[src/rtl/intr_seq_pkg.sv]
package intr_seq_pkg;

    // Sequencer phase
    typedef enum logic [2:0] {
        S_IDLE,
        S_PUSH0,
        S_PUSH1,
        S_PUSH2,
        S_POP0,
        S_POP1,
        S_POP2,
        S_FIN
    } seq_st_e;

    // What the current sequence is doing
    typedef enum logic [1:0] {
        K_MI,
        K_NMI,
        K_RETI,
        K_RETN
    } seq_kind_e;

endpackage

[src/rtl/intr_nmi_latch.sv]
module intr_nmi_latch (
    input  logic clk,
    input  logic rst_n,
    input  logic nmi_req,
    input  logic clr,
    output logic pend
);

    typedef struct packed {
        logic prev;
        logic pend;
    } latch_t;

    latch_t l_d, l_q;

    always_comb begin
        l_d      = l_q;
        l_d.prev = nmi_req;
        if (clr) begin
            l_d.pend = 1'b0;
        end
        // a fresh edge survives a clear in the same cycle
        if (nmi_req && !l_q.prev) begin
            l_d.pend = 1'b1;
        end
    end

    always_ff @(posedge clk or negedge rst_n) begin
        if (!rst_n) begin
            l_q <= '0;
        end else begin
            l_q <= l_d;
        end
    end

    assign pend = l_q.pend;

endmodule

[src/rtl/intr_arb.sv]
module intr_arb (
    input  logic sample,
    input  logic ime_now,
    input  logic mi_req,
    input  logic nmi_pend,
    output logic take,
    output logic take_nmi
);

    always_comb begin
        take_nmi = sample && nmi_pend;
        take     = take_nmi || (sample && mi_req && ime_now);
    end

endmodule

[src/rtl/intr_frame_port.sv]
module intr_frame_port
    import intr_seq_pkg::*;
#(
    parameter int SP_W   = 16,
    parameter int DATA_W = 8,
    localparam int PC_W  = 2 * DATA_W
) (
    input  seq_st_e             st,
    input  logic [SP_W-1:0]     sp,
    input  logic [PC_W-1:0]     pc,
    input  logic [DATA_W-1:0]   psw,
    output logic                we,
    output logic                re,
    output logic [SP_W-1:0]     addr,
    output logic [DATA_W-1:0]   wdata
);

    always_comb begin
        we    = 1'b0;
        re    = 1'b0;
        addr  = sp;
        wdata = '0;
        case (st)
            S_PUSH0: begin
                we    = 1'b1;
                addr  = sp;
                wdata = pc[DATA_W-1:0];
            end
            S_PUSH1: begin
                we    = 1'b1;
                addr  = sp - SP_W'(1);
                wdata = pc[PC_W-1:DATA_W];
            end
            S_PUSH2: begin
                we    = 1'b1;
                addr  = sp - SP_W'(2);
                wdata = psw;
            end
            S_POP0: begin
                re   = 1'b1;
                addr = sp + SP_W'(1);
            end
            S_POP1: begin
                re   = 1'b1;
                addr = sp + SP_W'(2);
            end
            S_POP2: begin
                re   = 1'b1;
                addr = sp + SP_W'(3);
            end
            default: begin
                we = 1'b0;
                re = 1'b0;
            end
        endcase
    end

endmodule

[src/rtl/intr_seq.sv]
module intr_seq
    import intr_seq_pkg::*;
#(
    parameter int          SP_W    = 16,
    parameter int          DATA_W  = 8,
    parameter int unsigned MI_VEC  = 32'h0040,
    parameter int unsigned NMI_VEC = 32'h0020,
    localparam int         PC_W    = 2 * DATA_W
) (
    input  logic              clk,
    input  logic              rst_n,
    input  logic              instr_last,
    input  logic              mi_req,
    input  logic              nmi_req,
    input  logic              ret_mi,
    input  logic              ret_nmi,
    input  logic              ime_wr_en,
    input  logic              ime_wr_data,
    input  logic [PC_W-1:0]   pc_in,
    input  logic [DATA_W-1:0] psw_in,
    input  logic [SP_W-1:0]   sp_in,
    output logic              mem_we,
    output logic              mem_re,
    output logic [SP_W-1:0]   mem_addr,
    output logic [DATA_W-1:0] mem_wdata,
    input  logic [DATA_W-1:0] mem_rdata,
    output logic              seq_done,
    output logic              busy,
    output logic              ime,
    output logic [PC_W-1:0]   pc_out,
    output logic [DATA_W-1:0] psw_out,
    output logic [SP_W-1:0]   sp_out
);

    localparam int FRAME_BYTES = 3;
    localparam logic [PC_W-1:0] MI_ADDR  = PC_W'(MI_VEC);
    localparam logic [PC_W-1:0] NMI_ADDR = PC_W'(NMI_VEC);

    typedef struct packed {
        seq_st_e             st;
        seq_kind_e           kind;
        logic                ime;
        logic                rec;
        logic [SP_W-1:0]     sp;
        logic [PC_W-1:0]     pc;
        logic [DATA_W-1:0]   psw;
    } seq_regs_t;

    seq_regs_t r_d, r_q;

    logic is_ret_fin;
    logic fin_ime;
    logic ret_req;
    logic sample;
    logic ime_now;
    logic take;
    logic take_nmi;
    logic nmi_pend;

    // ---------------- sampling point and arbitration ----------------
    always_comb begin
        ret_req    = ret_mi || ret_nmi;
        is_ret_fin = (r_q.st == S_FIN) &&
                     ((r_q.kind == K_RETI) || (r_q.kind == K_RETN));
        fin_ime    = (r_q.kind == K_RETI) ? 1'b1 : r_q.rec;
        sample     = ((r_q.st == S_IDLE) && instr_last && !ret_req) || is_ret_fin;
        ime_now    = is_ret_fin ? fin_ime : r_q.ime;
    end

    intr_nmi_latch u_nmi (
        .clk     (clk),
        .rst_n   (rst_n),
        .nmi_req (nmi_req),
        .clr     (take_nmi),
        .pend    (nmi_pend)
    );

    intr_arb u_arb (
        .sample   (sample),
        .ime_now  (ime_now),
        .mi_req   (mi_req),
        .nmi_pend (nmi_pend),
        .take     (take),
        .take_nmi (take_nmi)
    );

    // ---------------- next-state logic ----------------
    always_comb begin
        r_d = r_q;
        case (r_q.st)
            S_IDLE: begin
                if (ret_req) begin
                    r_d.st   = S_POP0;
                    r_d.sp   = sp_in;
                    r_d.kind = ret_nmi ? K_RETN : K_RETI;
                end else if (take) begin
                    r_d.st   = S_PUSH0;
                    r_d.sp   = sp_in;
                    r_d.pc   = pc_in;
                    r_d.psw  = psw_in;
                    r_d.kind = take_nmi ? K_NMI : K_MI;
                    if (take_nmi) begin
                        r_d.rec = r_q.ime;
                    end
                    r_d.ime  = 1'b0;
                end else if (ime_wr_en) begin
                    r_d.ime = ime_wr_data;
                    if (!ime_wr_data) begin
                        r_d.rec = 1'b0;
                    end
                end
            end
            S_PUSH0: r_d.st = S_PUSH1;
            S_PUSH1: r_d.st = S_PUSH2;
            S_PUSH2: begin
                r_d.st = S_FIN;
                r_d.sp = r_q.sp - SP_W'(FRAME_BYTES);
            end
            S_POP0: begin
                r_d.st  = S_POP1;
                r_d.psw = mem_rdata;
            end
            S_POP1: begin
                r_d.st               = S_POP2;
                r_d.pc[PC_W-1:DATA_W] = mem_rdata;
            end
            S_POP2: begin
                r_d.st               = S_FIN;
                r_d.pc[DATA_W-1:0]   = mem_rdata;
                r_d.sp               = r_q.sp + SP_W'(FRAME_BYTES);
            end
            S_FIN: begin
                r_d.st = S_IDLE;
                if (is_ret_fin) begin
                    r_d.ime = fin_ime;
                    if (take) begin
                        // back-to-back entry from the restored registers
                        r_d.st   = S_PUSH0;
                        r_d.kind = take_nmi ? K_NMI : K_MI;
                        if (take_nmi) begin
                            r_d.rec = fin_ime;
                        end
                        r_d.ime  = 1'b0;
                    end
                end
            end
            default: r_d.st = S_IDLE;
        endcase
    end

    always_ff @(posedge clk or negedge rst_n) begin
        if (!rst_n) begin
            r_q <= '{st: S_IDLE, kind: K_MI, default: '0};
        end else begin
            r_q <= r_d;
        end
    end

    // ---------------- stack port ----------------
    intr_frame_port #(
        .SP_W   (SP_W),
        .DATA_W (DATA_W)
    ) u_port (
        .st    (r_q.st),
        .sp    (r_q.sp),
        .pc    (r_q.pc),
        .psw   (r_q.psw),
        .we    (mem_we),
        .re    (mem_re),
        .addr  (mem_addr),
        .wdata (mem_wdata)
    );

    // ---------------- register outputs ----------------
    always_comb begin
        seq_done = (r_q.st == S_FIN);
        busy     = (r_q.st != S_IDLE);
        ime      = r_q.ime;
        psw_out  = r_q.psw;
        sp_out   = r_q.sp;
        case (r_q.kind)
            K_MI:    pc_out = MI_ADDR;
            K_NMI:   pc_out = NMI_ADDR;
            default: pc_out = r_q.pc;
        endcase
    end

endmodule

[config.mk]
export PLATFORM = sky130hd
export DESIGN_NAME = intr_seq
export DESIGN_NICKNAME = d
export VERILOG_FILES = /design/src/rtl/intr_seq_pkg.sv /design/src/rtl/intr_nmi_latch.sv /design/src/rtl/intr_arb.sv /design/src/rtl/intr_frame_port.sv /design/src/rtl/intr_seq.sv
export SDC_FILE = /design/constraint.sdc
export NUM_CORES = 1
export LEC_CHECK = 0
export ABC_AREA = 1
export ABC_CLOCK_PERIOD_IN_PS = 2900
export BUFFER_PORTS_ARGS = -buffer_cell sky130_fd_sc_hd__buf_2
export CELL_PAD_IN_SITES_DETAIL_PLACEMENT = 1
export CELL_PAD_IN_SITES_GLOBAL_PLACEMENT = 2
export CORE_MARGIN = 2
export CORE_UTILIZATION = 26
export DETAILED_ROUTE_END_ITERATION = 16
export GPL_ROUTABILITY_DRIVEN = 0
export PLACE_DENSITY_LB_ADDON = 0.1
export RECOVER_POWER = 50
export SYNTH_ARGS = -nofsm -noshare
export SYNTH_HDL_FRONTEND = slang
export SYNTH_SLANG_ARGS = --single-unit
[constraint.sdc]
create_clock -name clk -period 2.9 [get_ports clk]
set_input_delay 0.435 -clock clk [delete_from_list [all_inputs] [get_ports clk]]
set_output_delay 0.435 -clock clk [all_outputs]
set_load 0.005 [all_outputs]
After elaboration in Yosys (flattened, before gate mapping). Index checks and enable logic that the tools add are counted. W data, S select, Z words.

Add/sub/neg operators: 6. Multipliers: 0. Divide/modulo/power cells: 0. $lt $le $gt $ge: 0. Equality and inequality tests: 19. Shift operators: 0. Multiplexer cells: 30. Bitwise logic cells: 0. Reduce and logical (&&, ||, !) cells: 32.

Operator list (number): $pmux W16 S5 (1); $pmux W16 S3 (1); $pmux W8 S2 (3); $mux W40 (1); $add A16 B2 Y16 const B (2); $pmux W16 S2 (1); $sub A16 B2 Y16 const B (2); $mux W24 (1); $pmux W8 S3 (1); $pmux W3 S7 (1); $mux W5 (4); $add A16 B1 Y16 const B (1); $mux W16 (1); $sub A16 B1 Y16 const B (1); $eq A3 B3 Y1 const B (4); $ne A3 B3 Y1 const B (4); $mux W1 (11); $reduce_bool A2 Y1 (5); $reduce_and A3 Y1 (3); $pmux W4 S2 (1); $reduce_and A4 Y1 (2); $reduce_and A8 Y1 (1); $logic_and A1 B1 Y1 (7); $eq A3 B2 Y1 const B (2); other kinds (14) (26).

Flip-flop bits (word level): 49. Bits in latches: 0. Bits in writable memories: 0. ROM bits: 0. Input bits: 57. Output and inout port bits: 69. Logic and storage cells: 97. Memories: 0.

Depth between registers and ports, before layout.
Depth after elaboration: 10. Depth in mapped cells: 16. Gate-level depth less buffers: 14.

Modules after synthesis. From an unflattened synthesis, not the netlist that was laid out.

Cell total of the unflattened synthesis: 995. Area, all modules: 6033.3 sq um.

Modules (own cells, without submodules): intr_seq (times used 1, cells each 547, area each 3749.8 sq um, sequential area each 1176.1 sq um); intr_frame_port (times used 1, cells each 437, area each 2198.4 sq um, sequential area each 0.0 sq um); intr_nmi_latch (times used 1, cells each 7, area each 68.8 sq um, sequential area each 50.0 sq um); intr_arb (times used 1, cells each 4, area each 16.3 sq um, sequential area each 0.0 sq um).

Worst setup path before layout. Ideal clock, no wire load.

Kind: reg2out. Start: register r_q[46] (netlist name). End: output port mem_addr[15]. Arrival time: 2.639 ns. Data required time: 2.465 ns. Slack: -0.174 ns. Stages on the path, launching flop included: 16. Buffers on the path: 2. Cells stage by stage: dfrtp_1 buf_6 inv_6 nor2_1 nand2_1 clkbuf_1 ha_1 a21oi_1 nor2_1 nor2_1 nor2_1 nor2_1 nand2_1 nand2_1 nand3_1 nand4_1.

Cells in the longest elaborated chain, start to end: 2. Elaborated cells between the ends (all ways): 6. Those cells by class: eq/ne: 5; mux: 1.

Ends and longest elaborated chain: from (decl) (RTL line intr_seq.sv:49) `seq_regs_t r_d, r_q;`; from (signal assigned) (RTL line intr_seq.sv:155) `r_q <= r_d;`; $eq A3 B3 Y1 or $eq A3 B2 Y1 (tied branches) (RTL line intr_frame_port.sv:23) `case (st)`; $pmux W16 S5 (*) (RTL line intr_frame_port.sv:23); to (decl) (RTL line intr_seq.sv:24) `output logic [SP_W-1:0] mem_addr,`.

Mark *: on every way between the ends. The rest lies on a longest branch, timed or not.

Worst setup path in the final report.
Start: register r_q[46] (netlist name). End: output port mem_addr[12].

Same word-level chain as after synthesis.

==> results.toml <==
[yosys]
yosys_register_bits = 49
synth.distinct_cells = 43
ys_seq_area_share_pct = 21.1
ys_warn_count = 0
synthCells = 941
syn-num-nets = 1030
syn-cell-area_mm2 = 0.00580
postSynthAreaPerCell_um2 = 6.17

[place]
dpl_cell_area_mm2 = 0.00684
port_buffers = 125
dp_hpwl_mm = 19.1
dp_slack_ns = 0.116
placed_cells = 1344

[timing]
tightestPinTransition_ns = 1.68
rsz0062_at_grt = "true"
fin_setup_tns_ns = -0.166
fin_skew_ns = 0.00496
hold_ws_ns = 0.252
setup_viol = 5
drv_slew = 29
period_share_pct = 102
finalHoldViolations = 0
max_slew_margin_pct = -11.7
layout_setup_ws_ns = -0.0692
fin_crit_ns = 2.97
fmax_ghz = 0.337

[global_route]
grt_pass1_vias = 7120
grt_start_max_net_pins = 29
grt_util_met3_pct = 2.61
gr-usage-met1_pct = 26.0
antenna_found_initial = 1
grt.total_usage_pct = 20.5
grt_pass1_wl_mm = 38.6
grt_busiest_layer = "met2"
grt_use_met2_pct = 37.9
overflow = 0

[finish]
drive_above_1_share_pct = 29.4
layout.cells.non_filler = 1367
design_area_mm2 = 0.00764
final_common_cell = "nand2_1"
final_cell_mix = "nand2_1 (251), buf_2 (116), inv_1 (103)"
nets = 1175
fillers = 2859
area_growth_pct = 31.6

[pwr]
power_density_mw_per_mm2 = 1410
ir_drop_uv = 381
cellLeakagePower_nw = 3.87

[critical_path]
cp.required_ns = 2.47
crit_fanout = 6
worstSetupPathType = "flip-flop to primary output"
start_kind = "flip-flop"
endpoint_kind = "primary output"
worstPathArrival_ns = 2.53

[cts]
clk_pin_slew_ns = 0.07
cts-root-buf = "clkbuf_16"
ctsHoldBuffers = 0
clk_latency_ns = 0.30
htree_levels = 2
cts.sinks = 49
cts_tree = "done"
cts_buffer_depth = 2
cts_buffers = 5

[routing]
dr_total_vias = 6744
drt_first_iter_violations = 216
routed_wl_mm = 24.7
drc_errors = 0
detail_route.first_pass.iterations = 4
wire_per_inst_um = 18.1
viasPerCell = 4.93
detail-route-antenna-nets = 0

[die]
die_h_um = 153
dieArea_mm2 = 0.0235
core_mm2 = 0.0219
num_rows = 54
num_io_pins = 126
chipWidth_um = 153
start_util_pct = 26.5

[run]
cap_viol_max_count = 1

[hold_path]
hold_class = "primary input to flip-flop"

[run_status]
violations = "capacitance limit, slew limit, setup timing"
status = "complete, but fails checks"
-- power by group --
part           switching [mW]  internal [mW]  total, mW
clock                   0.284          0.341      0.625
combinational            5.12           3.50       8.62
sequential              0.539           1.02       1.56
total                    5.94           4.87       10.8
-- state kept, by name, indices dropped and copies added (netlist names) --
| register | flops |
|---|---|
| r_q | 22 |
| psw_out | 8 |
| u_nmi.l_q | 1 |
| ime | 1 |
| sp_out | 16 |
| u_nmi.pend | 1 |
-- synth_stat cells (all sizes together) --
master	count	area, um^2
o211ai	3	22.5
ha	30	375
o22ai	1	6.26
nand4	36	255
dfrtp	49	1230
o2111ai	1	8.76
a21boi	5	37.5
nand3b	8	60.1
or2	8	50.1
and2	2	12.5
a22oi	6	45.0
nand2	287	1130
fa	2	40.0
nor2	70	309
o221ai	2	17.5
inv	116	440
a21oi	40	204
buf	40	305
nor3	7	40.0
xor2	5	43.8
a21o	3	22.5
nand3	105	551
o21a	1	7.51
clkbuf	11	42.5
o21ai	98	509
o21bai	5	37.5
-- critical path, cell delays in order (launching register included) --
cell and delay, ns:
dfrtp_2 0.42, inv_6 0.04, nor2_4 0.12, nand2_4 0.10, buf_12 0.16, buf_6 0.14
ha_4 0.27, a21oi_4 0.17, buf_4 0.14, o21ai_0 0.09, nand2_1 0.12, nand4_1 0.09
nand3_1 0.13, nand4_1 0.11, buf_2 0.14
-- cell families (layout without fill, tap and decap cells) --
group,after synthesis,in the layout,synth area share [%]
DFF,49,49,21.1
AOI/OAI and AO/OA,165,165,15.8
xor gates and xnor gates,5,5,0.754
and+or+nand+nor,523,523,41.6
other,0,1,0
adders and majority gates,32,32,7.16
buffers and inverters,167,312,13.6
-- layer usage --
| layer | vias up | wire (um) | share of wire [%] |
|---|---|---|---|
| met5 | - | 0 | 0 |
| met2 | 126 | 12400 | 50 |
| li1 | 3384 | - | - |
| met4 | 0 | 326 | 1.3 |
| met3 | 15 | 873 | 3.5 |
| met1 | 3219 | 11100 | 45 |
-- path summary, 6_finish.rpt --
| kind | slack (ns) | to | depth (start not counted) | startpoint |
|---|---|---|---|---|
| setup reg to reg | 0.65 | sp_out[15] | 9 | r_q[43] |
| max in group asynchronous | 0.91 | sp_out[4] | 2 | rst_n |
| min in group asynchronous | 0.56 | ime | 1 | rst_n |
| hold reg to reg | 0.44 | u_nmi.pend | 1 | u_nmi.l_q[1] |
| hold / removal | 0.25 | u_nmi.l_q[1] | 1 | nmi_req |
| setup / recovery | -0.07 | mem_addr[12] | 14 | r_q[46] |
-- layout make-up --
| class | instances | area [um^2] | area share (%) |
|---|---|---|---|
| Inverter | 116 | 440 | 5.76 |
| Tap cell | 280 | 350 | 4.58 |
| Timing Repair Buffer | 189 | 1170 | 15.3 |
| Multi-Input combinational cell | 725 | 4300 | 56.3 |
| Clock buffer | 7 | 143 | 1.87 |
| Sequential cell | 49 | 1230 | 16.1 |
| Antenna cell | 1 | 2.50 | 0.0327 |
-- stage by stage --
step	utilization, %	power (mW)
after global placement	31.2	8.96
after global routing	34.9	12.0
after CTS	33.8	10.3
after floorplan	-	6.35
after detailed placement	31.2	9.01
final	34.9	10.8
-- timing repair --
item                                    CTS  global route
setup buffers                             4             9
pin swaps                                11            29
endpoints found under the setup margin   12            12
gates resized for setup                  66            58
cloned                                    1             1
No activity file was read; power rests on OpenSTA's default activity.
